File: config.mk
export PLATFORM = sky130hd
export DESIGN_NAME = pe_ready_reset_ctrl
export DESIGN_NICKNAME = d
export VERILOG_FILES = /design/src/rtl/rrc_pkg.sv /design/src/rtl/rrc_sync.sv /design/src/rtl/rrc_downcnt.sv /design/src/rtl/pe_ready_reset_ctrl.sv
export SDC_FILE = /design/constraint.sdc
export NUM_CORES = 1
export LEC_CHECK = 0
export CORE_UTILIZATION = 45
export DETAILED_ROUTE_END_ITERATION = 6
export DONT_BUFFER_PORTS = 1
export PLACE_DENSITY_LB_ADDON = 0.3
export SKIP_LAST_GASP = 1
export SYNTH_ARGS = -nofsm -noshare
export SYNTH_HDL_FRONTEND = slang
export SYNTH_HIERARCHICAL = 1
export SYNTH_SLANG_ARGS = --single-unit
File: constraint.sdc
create_clock -name clk -period 3.3 [get_ports clk]
set_input_delay 0.99 -clock clk [delete_from_list [all_inputs] [get_ports clk]]
set_output_delay 0.99 -clock clk [all_outputs]
set_load 0.1 [all_outputs]
File: src/rtl/rrc_pkg.sv
package rrc_pkg;

    typedef enum logic [2:0] {
        ST_IDLE,
        ST_PROG,
        ST_ERASE,
        ST_SUSP,
        ST_QUAL,
        ST_HOLD,
        ST_RECOVER
    } rrc_state_e;

    // States in which a reset counts as interrupting array work.
    function automatic logic is_pe_active(input rrc_state_e st);
        return (st == ST_PROG) || (st == ST_ERASE) || (st == ST_SUSP);
    endfunction

    // States in which the engine is actively running.
    function automatic logic is_running(input rrc_state_e st);
        return (st == ST_PROG) || (st == ST_ERASE);
    endfunction

endpackage

File: src/rtl/rrc_sync.sv
module rrc_sync #(
    parameter int WIDTH = 2,
    parameter int STAGES = 2,
    parameter logic [WIDTH-1:0] RST_VAL = '0
) (
    input  logic             clk,
    input  logic             rst_n,
    input  logic [WIDTH-1:0] d,
    output logic [WIDTH-1:0] q
);

    generate
        for (genvar b = 0; b < WIDTH; b++) begin : g_bit
            logic [STAGES-1:0] chain;
            always_ff @(posedge clk) begin
                if (!rst_n) begin
                    chain <= {STAGES{RST_VAL[b]}};
                end else if (STAGES == 1) begin
                    chain <= d[b];
                end else begin
                    chain <= {chain[STAGES-2:0], d[b]};
                end
            end
            assign q[b] = chain[STAGES-1];
        end
    endgenerate

endmodule

File: src/rtl/rrc_downcnt.sv
module rrc_downcnt #(
    parameter int W = 5
) (
    input  logic         clk,
    input  logic         rst_n,
    input  logic         load,
    input  logic [W-1:0] load_val,
    output logic [W-1:0] cnt,
    output logic         zero
);

    always_ff @(posedge clk) begin
        if (!rst_n) begin
            cnt <= '0;
        end else if (load) begin
            cnt <= load_val;
        end else if (cnt != '0) begin
            cnt <= cnt - 1'b1;
        end
    end

    assign zero = (cnt == '0);

endmodule

File: src/rtl/pe_ready_reset_ctrl.sv
module pe_ready_reset_ctrl
    import rrc_pkg::*;
#(
    parameter int MIN_PULSE   = 4,
    parameter int T_SHORT     = 3,
    parameter int T_LONG      = 20,
    parameter int SYNC_STAGES = 2
) (
    input  logic clk,
    input  logic rst_n,
    input  logic pe_start,
    input  logic pe_is_erase,
    input  logic pe_done,
    input  logic susp_req,
    input  logic rp_pin_n,
    input  logic rp_hv,
    output logic rb_pulldown,
    output logic cmd_accept,
    output logic reset_busy,
    output logic data_corrupt,
    output logic unprot_ovr
);

    localparam int MAX_REC = (T_LONG > T_SHORT) ? T_LONG : T_SHORT;
    localparam int MAX_ALL = (MAX_REC > MIN_PULSE) ? MAX_REC : MIN_PULSE;
    localparam int CNT_W   = $clog2(MAX_ALL + 1);

    localparam logic [CNT_W-1:0] LD_QUAL  = CNT_W'(MIN_PULSE - 1);
    localparam logic [CNT_W-1:0] LD_SHORT = CNT_W'(T_SHORT - 1);
    localparam logic [CNT_W-1:0] LD_LONG  = CNT_W'(T_LONG - 1);
    localparam logic [CNT_W-1:0] CNT_ONE  = CNT_W'(1);

    initial begin
        if (MIN_PULSE < 2 || T_SHORT < 1 || T_LONG < 1 || SYNC_STAGES < 1)
            $display("pe_ready_reset_ctrl: parameter out of range");
    end

    // Pin synchronizer: bit 0 = reset pin (idles high), bit 1 = raised level flag.
    logic pin_s;
    logic hv_s;

    rrc_sync #(
        .WIDTH  (2),
        .STAGES (SYNC_STAGES),
        .RST_VAL(2'b01)
    ) u_sync (
        .clk  (clk),
        .rst_n(rst_n),
        .d    ({rp_hv, rp_pin_n}),
        .q    ({hv_s, pin_s})
    );

    // Single shared down-counter for pulse qualification and recovery.
    logic             tmr_load;
    logic [CNT_W-1:0] tmr_val;
    logic [CNT_W-1:0] tmr_cnt;
    logic             tmr_zero;

    rrc_downcnt #(
        .W(CNT_W)
    ) u_tmr (
        .clk     (clk),
        .rst_n   (rst_n),
        .load    (tmr_load),
        .load_val(tmr_val),
        .cnt     (tmr_cnt),
        .zero    (tmr_zero)
    );

    rrc_state_e state_q, state_d;
    rrc_state_e ret_q, ret_d;
    logic       long_q, long_d;
    logic       corrupt_q, corrupt_d;
    rrc_state_e ret_eff;

    // A completion seen while a pulse is being qualified still finishes the operation.
    always_comb begin
        ret_eff = ret_q;
        if (pe_done && is_running(ret_q)) ret_eff = ST_IDLE;
    end

    // Next-state logic
    always_comb begin
        state_d   = state_q;
        ret_d     = ret_q;
        long_d    = long_q;
        corrupt_d = corrupt_q;
        tmr_load  = 1'b0;
        tmr_val   = LD_QUAL;

        unique case (state_q)
            ST_IDLE: begin
                if (!pin_s) begin
                    state_d  = ST_QUAL;
                    ret_d    = state_q;
                    tmr_load = 1'b1;
                end else if (pe_start) begin
                    state_d   = pe_is_erase ? ST_ERASE : ST_PROG;
                    corrupt_d = 1'b0;
                end
            end
            ST_PROG: begin
                if (!pin_s) begin
                    state_d  = ST_QUAL;
                    ret_d    = state_q;
                    tmr_load = 1'b1;
                end else if (pe_done) begin
                    state_d = ST_IDLE;
                end
            end
            ST_ERASE: begin
                if (!pin_s) begin
                    state_d  = ST_QUAL;
                    ret_d    = state_q;
                    tmr_load = 1'b1;
                end else if (pe_done) begin
                    state_d = ST_IDLE;
                end else if (susp_req) begin
                    state_d = ST_SUSP;
                end
            end
            ST_SUSP: begin
                if (!pin_s) begin
                    state_d  = ST_QUAL;
                    ret_d    = state_q;
                    tmr_load = 1'b1;
                end else if (pe_start) begin
                    state_d   = ST_ERASE;
                    corrupt_d = 1'b0;
                end
            end
            ST_QUAL: begin
                ret_d = ret_eff;
                if (pin_s) begin
                    state_d = ret_eff;
                end else if (tmr_cnt == CNT_ONE) begin
                    state_d = ST_HOLD;
                    long_d  = is_pe_active(ret_eff);
                    if (is_pe_active(ret_eff)) corrupt_d = 1'b1;
                end
            end
            ST_HOLD: begin
                if (pin_s) begin
                    state_d  = ST_RECOVER;
                    tmr_load = 1'b1;
                    tmr_val  = long_q ? LD_LONG : LD_SHORT;
                end
            end
            ST_RECOVER: begin
                if (!pin_s) begin
                    state_d = ST_HOLD;
                end else if (tmr_zero) begin
                    state_d = ST_IDLE;
                    long_d  = 1'b0;
                end
            end
            default: state_d = ST_IDLE;
        endcase
    end

    // State register
    always_ff @(posedge clk) begin
        if (!rst_n) begin
            state_q   <= ST_IDLE;
            ret_q     <= ST_IDLE;
            long_q    <= 1'b0;
            corrupt_q <= 1'b0;
        end else begin
            state_q   <= state_d;
            ret_q     <= ret_d;
            long_q    <= long_d;
            corrupt_q <= corrupt_d;
        end
    end

    // Outputs
    always_comb begin
        rb_pulldown  = 1'b0;
        cmd_accept   = 1'b0;
        reset_busy   = 1'b0;
        unprot_ovr   = 1'b0;
        data_corrupt = corrupt_q;

        unique case (state_q)
            ST_IDLE: begin
                cmd_accept = 1'b1;
                unprot_ovr = hv_s;
            end
            ST_PROG, ST_ERASE: begin
                rb_pulldown = 1'b1;
                unprot_ovr  = hv_s;
            end
            ST_SUSP: begin
                cmd_accept = 1'b1;
                unprot_ovr = hv_s;
            end
            ST_QUAL: begin
                rb_pulldown = is_running(ret_q);
            end
            ST_HOLD, ST_RECOVER: begin
                reset_busy  = 1'b1;
                rb_pulldown = long_q;
            end
            default: begin
                rb_pulldown = 1'b0;
            end
        endcase
    end

endmodule

[After elaboration in Yosys (flattened, before gate mapping)]
Index checks and enable logic that the tools add are counted.
Word-level totals
  input port bits: 8
  word-level logic and storage cells: 96
  bits in registers: 17
Cells by class
  $add $sub $neg: 1
  reductions and logical operators: 19
  multiplexer cells: 42
  equal/unequal tests: 27
Operators by type and width (count)
  two-way mux 3 bit: 16
  two-way mux 5 bit: 5
  one-hot mux 3 bit (7 select lines): 1
  equality test 3 x 2 -> 1 bit (second input constant): 5
  two-way mux 1 bit: 14
  inequality test 3 bit (second input constant): 4
  inequality test 2 bit (second input constant): 5
  equality test 3 x 1 -> 1 bit (second input constant): 3
  equality test 3 bit (second input constant): 3
  inequality test 2 x 1 -> 1 bit (second input constant): 4
  nonzero test 2 bit: 4
  AND reduction 7 bit: 1
  one-hot mux 1 bit (2 select lines): 3
  one-hot mux 3 bit (2 select lines): 1
  AND reduction 6 bit: 1
  OR reduction 2 bit: 3
  equality test 5 x 1 -> 1 bit (second input constant): 1
  logical NOT 5 bit: 1
  AND reduction 5 bit: 1
  nonzero test 5 bit: 1
  subtractor 5 x 1 -> 5 bit (second input constant): 1
  inequality test 4 bit (second input constant): 1
  OR reduction 4 bit: 1
  logical NOT 3 bit: 1
  6 further kinds: 8

[Logic depth before layout (Yosys ltp)]
Gate-level depths: netlist of run 1.
  depth in word-level cells: 11
  mapped depth: 8
  gate-level depth less buffers: 7

[By module]
The synthesis of run 1 kept the hierarchy.
By module, submodules not included
  pe_ready_reset_ctrl: area an instance 709.4 µm², cells each 89, times used 1
  rrc_downcnt: area an instance 300.3 µm², cells each 34, times used 1
  rrc_sync: area an instance 120.1 µm², cells each 10, times used 1

[Worst setup path after synthesis of run 1]
OpenSTA, ideal clock, no wires.
  path type: reg2out
  start: reg state_q[0]
  end: out rb_pulldown
  slack: -0.076 ns
  path buffers: 2
  cell stages (with the launch flop): 7
  data required time: 2.310 ns
  arrival: 2.386 ns
  path through: dfxtp_1 > buf_6 > clkbuf_1 > nor2_1 > a21oi_1 > a31oi_1 > a21oi_1
On the way
  cells in the longest elaborated chain, start to end: 3
  elaborated cells between the ends (all ways): 8
  classes of those cells: eq/ne (5); mux (1); reduce/logical (2)
RTL lines
  from (decl): line pe_ready_reset_ctrl.sv:70  | rrc_state_e state_q, state_d;
  from (signal assigned): line pe_ready_reset_ctrl.sv:169  | state_q <= state_d;
  equality test 3 bit, or another cell as far along: line pe_ready_reset_ctrl.sv:184  | unique case (state_q)
  OR reduction 2 bit: line pe_ready_reset_ctrl.sv:184
  one-hot mux 1 bit (3 select lines) (*): line pe_ready_reset_ctrl.sv:184
  to (decl): line pe_ready_reset_ctrl.sv:17  | output logic rb_pulldown,
Every way passes the cells marked *; elsewhere a longest branch is shown, timed or not.

[Worst setup path after layout of run 1]
  start: reg state_q[0]
  end: out reset_busy
On the way
  cells in the longest elaborated chain, start to end: 3
  elaborated cells between the ends (all ways): 4
  classes of those cells: eq/ne (2); mux (1); reduce/logical (1)
RTL lines
  equality test 3 bit: line pe_ready_reset_ctrl.sv:184
  OR reduction 2 bit (*): line pe_ready_reset_ctrl.sv:184
  two-way mux 1 bit (*): line pe_ready_reset_ctrl.sv:184
  to (decl): line pe_ready_reset_ctrl.sv:19  | output logic reset_busy,
Marks and branches as above.

==> out/results.md, run 1 <==
| Quantity | Value |
|:---|:---|
| Seq/Total Area, Yosys | 30.1% |
| Clock network fraction of design power | 12.9% |
| Maximum net fanout on the critical path | 17 |
| Clock tree from TritonCTS | yes |
| Final setup violation count | 0 |
| Post-route antenna net violation count | 0 |
| Vias in the first global route | 809 |
| Critical path startpoint category | flip-flop |
| Clk slew on worst S/H paths | 100 ps |
| Vertical extent of the die | 52.1 µm |
| Critical path class | flip-flop to output pin |
| Number of buffers inserted to repair setup after CTS | 0 |
| Yosys warnings | 6 |
| Worst min-delay path class | flip-flop to flip-flop |
| Iteration-0 DRC Markers | 18 |
| Setup crit end kind | output pin |
| Number of antenna violations at the first check in global routing | 0 |
| Hold Violations, Final | 0 |
| Cts-stage hold buffer count | 0 |
| Worst Path Required | 2310 ps |
| Ratio of total power to cell area | 794 mW/mm² |
| Arrival time of the worst setup path | 1830 ps |
| Status | complete, no violations |
| Number of storage elements in the synthesis netlist | 17 |
| Number of levels the H-tree was split into | 1 |
| Post-route clock skew | 3.97 ps |
| Clock insertion delay at the later pin of the skew report | 300 ps |
| Leftover overflow at the end of global routing | 0 |
| Commonest non-fill, non-tap cell in the layout | dfxtp_1 |
| Number of placement rows | 17 |
| Worst slew margin relative to its limit | 36.6% |
| Proportion of layout cells with a drive suffix above 1 | 17.3% |
| Top_reg_cell synth | dfxtp_1 |
| Commonest cells after routing, fill and taps aside | 17 x dfxtp_1, 9 x nor2_1, 8 x inv_1, 8 x nand2_1, 8 x nand3_1 |
| Netlist area before placement | 0.00113 mm² |
| Post-synthesis to final-layout area growth | 1.22% |
| Core Area | 0.00230 mm² |
| Cell type with the highest aggregate area in the netlist | dfxtp_1 |
| Clock tree buffer depth | 2 |
| Highest-utilization routing layer at the global route stage | met2 |
| Detail Placement HPWL | 1570 µm |
| Boundary pin count | 13 |
| Pin count of the biggest net entering global routing | 18 |
| Largest cells by area after synthesis | dfxtp_1 30%, clkbuf_8 3.7%, a21oi_1 3.5%, nand3_1 3.5%, nor2_1 3.3% |
| Max IR drop VDD | 0.576 mV |
| Number of distinct library cells after synthesis | 52 |
| Sinks on Clock Net | 17 |
| Fmax | 355 MHz |
| Detailed-route vias per instance | 5.71 |
| Part of the power in combinational logic | 51.3% |
| Routability cong. | 0.794 |
| Global-route met1 utilization | 24.4% |
| Detailed Route WL | 2130 µm |
| Detailed-route wire length per cell | 13.2 µm |
| Sw power | 0.000445 W |
| Area fraction of the dominant cell type after synthesis | 30.1% |
| Final clock period utilization by the worst path | 85.4% |
| Number of maximum-capacitance constraint violations | 0 |
| Diodes inserted | 0 |
| Fraction of power consumed by sequential logic | 35.8% |
| FFs w/ async S/R, synth | 0% |
| Final-report max-slew violation count | 0 |
| Min cycle time layout | 2820 ps |
| Gate count after technology mapping | 133 |
| Core Util, Final | 49.8% |
| Int Pwr | 0.000463 W |
| Chip Width | 52.1 µm |
| Net Sw Frac | 49.0% |
| Setup repair after global routing missed its margin | false |
| Overall routing resource usage | 18.2% |
| Vias after detailed routing | 919 |
| Number of buffers added by the clock tree synthesis step | 3 |
| Count of flip-flops with a built-in enable after synthesis | 0 |
| Count of unresolved DRC violations after routing | 0 |
| Actual slew at the worst max-slew pin | 949 ps |
| Clock Tree Root | clkbuf_4 |
| Average cell area after synthesis | 8.49 µm² |
| Setup TNS | 0 ps |
| Initial core utilization | 49.2% |
| Leakage power total | 0.425 nW |
| Grt met3 use | 6.43% |
| Fin nets | 143 |
| Number of buffers inserted by port buffering | 0 |
| M2 GR Usage | 28.2% |
| Die outline area | 0.00271 mm² |
| First-pass iteration count of the detailed router | 4 |
| Wire length of the first global-routing pass | 3580 µm |
| PostCTS Resize Cnt | 0 |
synth_stat cells, types with 3 or more instances:
master	count
a21oi_1	8
buf_6	3
clkbuf_8	3
dfxtp_1	17
inv_1	8
nand2_1	8
nand2b_1	3
nand3_1	8
nor2_1	10
nor3_1	5
o311ai_0	3
or2b_2	3
critical path, stage by stage (launching register included):
cell,delay (ps)
dfxtp_1,700
xor2_2,300
and2_2,530
power groups by stage:
stage / Sequential (W) / Clock (W) / Combinational (W)
final: 0.000325 / 0.000117 / 0.000466
after global placement: 0.000325 / 0 / 0.000461
after detailed placement: 0.000329 / 0 / 0.000468
after floorplan: 0.000283 / 0 / 0.000457
after global routing: 0.000333 / 0.000132 / 0.000508
after CTS: 0.000324 / 0.000124 / 0.000469
through the flow:
stage	hold WS [ps]	instance area (µm²)	std cells	worst slack (ps)	total power, W
global route	433	1140	161	363	0.000974
CTS	425	1140	161	464	0.000917
finish	417	1140	161	483	0.000908
floorplan	386	1140	134	469	0.000740
global placement	395	1110	157	856	0.000786
detailed placement	398	1110	157	812	0.000797
routing by layer:
| layer | up-vias | wire (µm) | part of all wire [%] |
|---|---|---|---|
| met2 | 17 | 955 | 45 |
| met1 | 424 | 1090 | 51 |
| met5 | - | 0 | 0 |
| li1 | 476 | - | - |
| met3 | 2 | 76 | 3.6 |
| met4 | 0 | 14 | 0.66 |
logic make-up (layout without fill, tap and decap cells):
| family | after synthesis | after routing | share of synthesized area (%) |
|---|---|---|---|
| buffers and inverters | 18 | 17 | 11.3 |
| adders and majority gates | 2 | 2 | 1.99 |
| AOI/OAI and AO/OA | 27 | 27 | 17.4 |
| muxes | 2 | 2 | 1.77 |
| other | 2 | 3 | 0.665 |
| xor gates and xnor gates | 3 | 3 | 2.99 |
| DFF | 17 | 17 | 30.1 |
| and+or+nand+nor | 62 | 62 | 33.8 |
layout make-up:
cell class	count	area, µm²
Clock buffer	3	22.5
Inverter	9	33.8
Multi-Input combinational cell	99	674
Fill cell	231	1150
Clock inverter	1	7.51
Tap cell	28	35.0
Timing Repair Buffer	4	30.0
Sequential cell	17	340
worst paths after layout:
| kind | startpoint | endpoint | slack, ps | cells after the start |
|---|---|---|---|---|
| min | u_sync/g_bit[0].chain[0] | u_sync/g_bit[0].chain[1] | 420 | 1 |
| max | state_q[0] | reset_busy | 480 | 2 |
| min reg2reg | u_sync/g_bit[0].chain[0] | u_sync/g_bit[0].chain[1] | 420 | 1 |
| max reg2reg | u_tmr/cnt[0] | state_q[1] | 1330 | 7 |
sequential cells by signal (all words and copies together) (netlist names):
register,flops
ret_q,3
long_q,1
u_sync/g_bit.chain,4
u_tmr/cnt,5
state_q,3
data_corrupt,1
Power figures use the tool's default switching activity.
==> run 2, diff against run 1 <==
--- a/config.mk
+++ b/config.mk
@@ -8,6 +8,7 @@
 export CORE_UTILIZATION = 45
 export DETAILED_ROUTE_END_ITERATION = 6
 export DONT_BUFFER_PORTS = 1
+export GPL_TIMING_DRIVEN = 0
 export PLACE_DENSITY_LB_ADDON = 0.3
 export SKIP_LAST_GASP = 1
 export SYNTH_ARGS = -nofsm -noshare
==> run 2 against run 1 <==
First-iteration DRC count decreased by 22%; sequential power down 11%; critical path depth increased by 4; non-clock buffer count rose by 5; combinational power rose by 15%.
==> out/results.md, run 2 (same netlist as run 1, synthesis figures left out) <==
| Quantity | Value | vs previous |
|:---|:---|:---|
| Number of cells on the worst hold path | 1 | unchanged |
| Register with the most flip-flops | u_tmr/cnt |  |
| Detail Placement HPWL | 1650 µm | +5.1% |
| Post-route clock skew | 1.55 ps | -2.42 ps |
| Number of antenna violations at the first check in global routing | 0 | unchanged |
| Setup TNS | 0 ps | unchanged |
| Hold endpoint | u_sync/g_bit[0].chain[1] |  |
| Clk slew on worst S/H paths | 100 ps | about the same |
| Post-layout instance count excluding filler cells | 166 | +3.1% |
| Maximum net fanout on the critical path | 10 | -7 |
| Start point of the worst hold path | u_sync/g_bit[0].chain[0] |  |
| Detailed-route wire length per cell | 13.6 µm | +2.4% |
| Number of buffers inserted by port buffering | 0 | unchanged |
| First-pass iteration count of the detailed router | 4 | unchanged |
| Worst-path cell with the longest stage delay | a21oi_4 |  |
| Wire length of the first global-routing pass | 3860 µm | +7.9% |
| Clock Tree Root | clkbuf_4 |  |
| Reg-to-reg endpoint | state_q[1] |  |
| Min cycle time layout | 3040 ps | +220 ps |
| Sinks on Clock Net | 17 | unchanged |
| Die outline area | 0.00271 mm² | unchanged |
| Leakage power total | 0.460 nW | +8.3% |
| Crit path buf inv count | 2 | +2 |
| Cell Chain, Critical Path | buf_6, clkbuf_1, nor2_1, a21oi_1, a31oi_1, a21oi_4 |  |
| Count of unresolved DRC violations after routing | 0 | unchanged |
| Actual slew at the worst max-slew pin | 1060 ps | +113 ps |
| Int Pwr | 0.000473 W | +2.2% |
| Clock tree buffer depth | 2 | unchanged |
| Worst slew margin relative to its limit | 28.8% | -7.8 points |
| Pin count of the biggest net entering global routing | 11 | -7 |
| Final setup violation count | 0 | unchanged |
| Fmax | 329 MHz | -7.2% |
| Part of the power in combinational logic | 57.2% | +5.9 points |
| Iteration-0 DRC Markers | 14 | -4 |
| Core Util, Final | 52.8% | +3.0 points |
| Net Sw Frac | 49.3% | +0.33 points |
| Clock insertion delay at the later pin of the skew report | 290 ps | about the same |
| Fraction of power consumed by sequential logic | 31.0% | -4.8 points |
| Reg2Reg Setup Slack | 1300 ps | -30 ps |
| R2r startpoint | u_tmr/cnt[0] |  |
| Cts-stage hold buffer count | 0 | unchanged |
| Detailed Route WL | 2250 µm | +5.6% |
| Diodes inserted | 0 | unchanged |
| Number of flip-flops in the largest register | 5 | unchanged |
| Final clock period utilization by the worst path | 92.0% | +6.7 points |
| Critical path startpoint category | flip-flop |  |
| Vias in the first global route | 882 | +9.0% |
| Core Area | 0.00230 mm² | unchanged |
| Clock tree from TritonCTS | yes |  |
| Sw power | 0.000461 W | +3.5% |
| Routability cong. | 0.881 | +11% |
| Vias after detailed routing | 967 | +5.2% |
| Worst min-delay path class | flip-flop to flip-flop |  |
| Worst reg2reg path depth | 7 | unchanged |
| Peak per-stage delay on the critical path | 570 ps | -130 ps |
| Final-report max-slew violation count | 0 | unchanged |
| Proportion of layout cells with a drive suffix above 1 | 19.6% | +2.3 points |
| Hold Violations, Final | 0 | unchanged |
| Commonest cells after routing, fill and taps aside | 17 x dfxtp_1, 9 x nor2_1, 8 x inv_1, 8 x nand2_1, 8 x nand3_1 |  |
| Number of placement rows | 17 | unchanged |
| Number of fillers in the final layout | 220 | -4.8% |
| Post-Place Cells | 162 | +3.2% |
| Clock network fraction of design power | 11.7% | -1.2 points |
| Number of buffers inserted to repair setup after CTS | 0 | unchanged |
| Gate family responsible for the most delay along the worst path | compound AO/OA/AOI/OAI gates |  |
| Overall routing resource usage | 19.4% | +1.2 points |
| Ratio of total power to cell area | 770 mW/mm² | -3.0% |
| Critical path class | flip-flop to output pin |  |
| Biggest registers after layout | u_tmr/cnt x5, u_sync/g_bit.chain x4 |  |
| Status | complete, no violations |  |
| Vertical extent of the die | 52.1 µm | unchanged |
| Detailed-route vias per instance | 5.83 | +2.1% |
| Chip Width | 52.1 µm | unchanged |
| Number of maximum-capacitance constraint violations | 0 | unchanged |
| Leftover overflow at the end of global routing | 0 | unchanged |
| Arrival time of the worst setup path | 2050 ps | +220 ps |
| Number of levels the H-tree was split into | 1 | unchanged |
| Initial core utilization | 49.2% | unchanged |
| Setup repair after global routing missed its margin | false |  |
| Post-synthesis to final-layout area growth | 7.31% |  |
| Worst Path Required | 2310 ps | about the same |
| Fin nets | 148 | +3.5% |
| Commonest non-fill, non-tap cell in the layout | dfxtp_1 |  |
| Setup crit end kind | output pin |  |
| Boundary pin count | 13 | unchanged |
| Post-route antenna net violation count | 0 | unchanged |
| Max IR drop VDD | 0.503 mV | -13% |
| Number of buffers added by the clock tree synthesis step | 3 | unchanged |
==> run 2: changes by cell type in the layout (fill, tap and decap cells not counted) <==
cell        change
clkinv_2        +1
clkbuf_8        +3
clkbuf_1        +1
buf_4           -2
buf_6           +3
a21oi_2         -1
clkinvlp_4      -1
a21oi_4         +1
==> run 2: worst max-delay path by stage <==
stage / from / end / slack, ps / cells after the start
global placement: state_q[2] / unprot_ovr / 370 / 2
CTS: state_q[0] / rb_pulldown / 50 / 6
finish: state_q[0] / rb_pulldown / 260 / 6
global route: state_q[0] / rb_pulldown / 90 / 6
floorplan: state_q[0] / cmd_accept / 470 / 3
detailed placement: state_q[0] / rb_pulldown / 380 / 6
==> run 2: final cells by class <==
class                   count  area [µm²]  area share, %
plain buffers               9        93.8           7.74
clock buffers               3        22.5           1.86
clock inverters             1        5.00          0.413
inverters                   9        33.8           2.79
multi-input cells          99         682           56.2
flip-flops and latches     17         340           28.1
well taps                  28        35.0           2.89
==> run 2: power groups by stage <==
stage / combinational (W) / sequential (W) / clock [W]
final: 0.000534 / 0.000290 / 0.000110
after global routing: 0.000574 / 0.000298 / 0.000127
after CTS: 0.000521 / 0.000289 / 0.000113
after detailed placement: 0.000521 / 0.000294 / 0
after global placement: 0.000508 / 0.000293 / 0
after floorplan: 0.000457 / 0.000283 / 0
==> run 2: timing repair <==
item | in CTS | in global routing
endpoints found under the hold margin | 0 | 0
gates resized for setup | 0 | 1
setup endpoints to repair | 0 | 1
==> run 2: worst reg2reg max path: stages (launching register included) <==
cell	delay [ps]
dfxtp_1	350
inv_1	80
ha_1	230
nor4b_4	400
or2b_1	170
o32ai_2	100
or4_1	470
o21ai_1	120
==> run 2: per-layer routing <==
metal | global-route usage [%] | up-vias | routed length [µm]
li1 | - | 484 | -
met1 | 27.7 | 446 | 1100
met2 | 26.7 | 33 | 983
met3 | 7.31 | 4 | 135
met4 | 5.41 | 0 | 36
met5 | 0 | - | 0
==> run 2: per-stage QoR <==
step / hold WS (ps) / area, µm² / setup WS [ps] / total power [W]
after floorplan: 386 / 1140 / 469 / 0.000740
after global placement: 396 / 1170 / 372 / 0.000801
after detailed placement: 401 / 1180 / 384 / 0.000814
after CTS: 426 / 1200 / 45.7 / 0.000924
after global routing: 435 / 1210 / 88.1 / 0.000999
final: 418 / 1210 / 263 / 0.000934
==> run 3, diff against run 2 <==
--- a/config.mk
+++ b/config.mk
@@ -5,7 +5,7 @@
 export SDC_FILE = /design/constraint.sdc
 export NUM_CORES = 1
 export LEC_CHECK = 0
-export CORE_UTILIZATION = 45
+export CORE_UTILIZATION = 40
 export DETAILED_ROUTE_END_ITERATION = 6
 export DONT_BUFFER_PORTS = 1
 export GPL_TIMING_DRIVEN = 0
==> run 3 against run 2 <==
Sequential power barely moved; critical endpoint unchanged; sequential share of layout area fell by 0.058 points; critical path type unchanged; clock power rose by 5%; highest routed layer unchanged; largest cell class unchanged; clock-buffer cell count did not move; setup slack improved by 6.4 ps; via count rose by 1.6%.
==> out/results.md, run 3 (same netlist as run 1, synthesis figures left out) <==
| Quantity | Value | vs previous |
|:---|:---|:---|
| Number of cells on the worst hold path | 1 | unchanged |
| Vias after detailed routing | 982 | +1.6% |
| Overall routing resource usage | 17.6% | -1.8 points |
| Number of maximum-capacitance constraint violations | 0 | unchanged |
| Peak per-stage delay on the critical path | 570 ps | about the same |
| Number of levels the H-tree was split into | 1 | unchanged |
| Fmax | 330 MHz | +0.21% |
| Pin count of the biggest net entering global routing | 11 | unchanged |
| Hold endpoint | u_sync/g_bit[0].chain[1] |  |
| Worst slew margin relative to its limit | 28.3% | -0.52 points |
| Vias in the first global route | 820 | -7.0% |
| Highest-utilization routing layer at the global route stage | met1 |  |
| Vertical extent of the die | 55.1 µm | +5.8% |
| Actual slew at the worst max-slew pin | 1070 ps | +7.70 ps |
| Clock Tree Root | clkbuf_4 |  |
| Worst min-delay path class | flip-flop to flip-flop |  |
| Boundary pin count | 13 | unchanged |
| Worst Path Required | 2310 ps | about the same |
| Post-route clock skew | 1.50 ps | -0.0544 ps |
| First-pass iteration count of the detailed router | 4 | unchanged |
| CP Launch Point | state_q[0] |  |
| Clock tree from TritonCTS | yes |  |
| Chip Width | 55.1 µm | +5.8% |
| Detailed Route WL | 2270 µm | +0.89% |
| Final-report max-slew violation count | 0 | unchanged |
| Die outline area | 0.00304 mm² | +12% |
| Detail Placement HPWL | 1660 µm | +0.45% |
| Status | complete, no violations |  |
| Setup TNS | 0 ps | unchanged |
| Maximum net fanout on the critical path | 10 | unchanged |
| Clock tree buffer depth | 2 | unchanged |
| Start point of the worst hold path | u_sync/g_bit[0].chain[0] |  |
| M2 GR Usage | 24.7% | -2.0 points |
| Number of buffers inserted by port buffering | 0 | unchanged |
| Post-synthesis to final-layout area growth | 7.53% |  |
| Core Util, Final | 47.3% | -5.5 points |
| Final clock period utilization by the worst path | 91.8% | -0.19 points |
| Fin nets | 148 | unchanged |
| Detailed-route wire length per cell | 13.5 µm | -0.31% |
| Critical path startpoint category | flip-flop |  |
| Worst-path cell with the longest stage delay | a21oi_4 |  |
| Count of unresolved DRC violations after routing | 0 | unchanged |
| Crit path buf inv count | 2 | unchanged |
| Setup crit end kind | output pin |  |
| Hold Violations, Final | 0 | unchanged |
| Number of buffers added by the clock tree synthesis step | 3 | unchanged |
| Biggest registers after layout | u_tmr/cnt x5, u_sync/g_bit.chain x4 |  |
| Core Area | 0.00257 mm² | +12% |
| Initial core utilization | 44.0% | -5.2 points |
| Number of flip-flops in the largest register | 5 | unchanged |
| Min cycle time layout | 3030 ps | -6.37 ps |
| Cell Chain, Critical Path | buf_6, clkbuf_1, nor2_1, a21oi_1, a31oi_1, a21oi_4 |  |
| Gate family responsible for the most delay along the worst path | compound AO/OA/AOI/OAI gates |  |
| Clk slew on worst S/H paths | 110 ps | about the same |
| Reg-to-reg endpoint | state_q[1] |  |
| Detailed-route vias per instance | 5.85 | +0.34% |
| Iteration-0 DRC Markers | 56 | +42 |
| Diodes inserted | 0 | unchanged |
| Arrival time of the worst setup path | 2040 ps | about the same |
| Proportion of layout cells with a drive suffix above 1 | 19.6% | unchanged |
| Clock insertion delay at the later pin of the skew report | 290 ps | about the same |
| Grt met3 use | 2.73% | -4.6 points |
| Number of placement rows | 18 | +1 |
| Final setup violation count | 0 | unchanged |
| Global-route met1 utilization | 26.1% | -1.7 points |
| Commonest non-fill, non-tap cell in the layout | dfxtp_1 |  |
| Leftover overflow at the end of global routing | 0 | unchanged |
| Max IR drop VDD | 0.603 mV | +20% |
| Setup repair after global routing missed its margin | false |  |
| Number of buffers inserted to repair setup after CTS | 0 | unchanged |
| Commonest cells after routing, fill and taps aside | 17 x dfxtp_1, 9 x nor2_1, 8 x inv_1, 8 x nand2_1, 8 x nand3_1 |  |
| Leakage power total | 0.460 nW | unchanged |
| Wire length of the first global-routing pass | 3750 µm | -3.1% |
| R2r startpoint | u_tmr/cnt[0] |  |
| Reg2Reg Setup Slack | 1320 ps | +20 ps |
| Number of antenna violations at the first check in global routing | 0 | unchanged |
| Sinks on Clock Net | 17 | unchanged |
| Critical path class | flip-flop to output pin |  |
| Register with the most flip-flops | u_tmr/cnt |  |
| Routability cong. | 0.874 | -0.82% |
| Worst reg2reg path depth | 7 | unchanged |
| Ratio of total power to cell area | 768 mW/mm² | -0.24% |
| Post-route antenna net violation count | 0 | unchanged |
==> run 3: repair_timing <==
action	4_1_cts	5_1_grt
resized for setup	0	1
hold buffers	0	0
setup endpoints to repair	0	1
hold endpoints to repair	0	0
==> run 3: final cells by class <==
class / instances / area [µm²]
Sequential cell: 17 / 340
Inverter: 9 / 33.8
Multi-Input combinational cell: 99 / 682
Tap cell: 30 / 37.5
Buffer: 9 / 93.8
Clock buffer: 3 / 22.5
Fill cell: 269 / 1350
Clock inverter: 1 / 5.00
==> run 3: worst max path at each step <==
stage	to	slack (ps)	cells past startpoint
3_3_place_gp	unprot_ovr	370	2
5_1_grt	rb_pulldown	90	6
4_1_cts	rb_pulldown	20	6
3_5_place_dp	rb_pulldown	370	6
2_1_floorplan	cmd_accept	470	3
6_report	rb_pulldown	270	6
==> run 3: through the flow <==
step | instances | cell area [µm²] | hold WS, ps | total power, W | worst slack (ps)
floorplan | 134 | 1140 | 386 | 0.000740 | 469
global placement | 164 | 1170 | 393 | 0.000800 | 368
detailed placement | 164 | 1180 | 405 | 0.000810 | 368
CTS | 168 | 1210 | 431 | 0.000929 | 23.1
global route | 168 | 1210 | 454 | 0.00101 | 94.8
finish | 168 | 1210 | 430 | 0.000933 | 269
==> run 3: where the power goes <==
| group | leakage (nW) | internal, W | switching [W] |
|---|---|---|---|
| combinational | 0.303 | 0.000186 | 0.000341 |
| sequential | 0.139 | 0.000242 | 0.0000487 |
| clock | 0.0177 | 0.0000450 | 0.0000708 |
| total | 0.460 | 0.000473 | 0.000460 |
==> run 3: metal layers <==
| layer | wire, µm | share of wire [%] |
|---|---|---|
| met5 | 0 | 0 |
| met4 | 29 | 1.3 |
| met3 | 123 | 5.4 |
| met2 | 995 | 44 |
| met1 | 1120 | 49 |
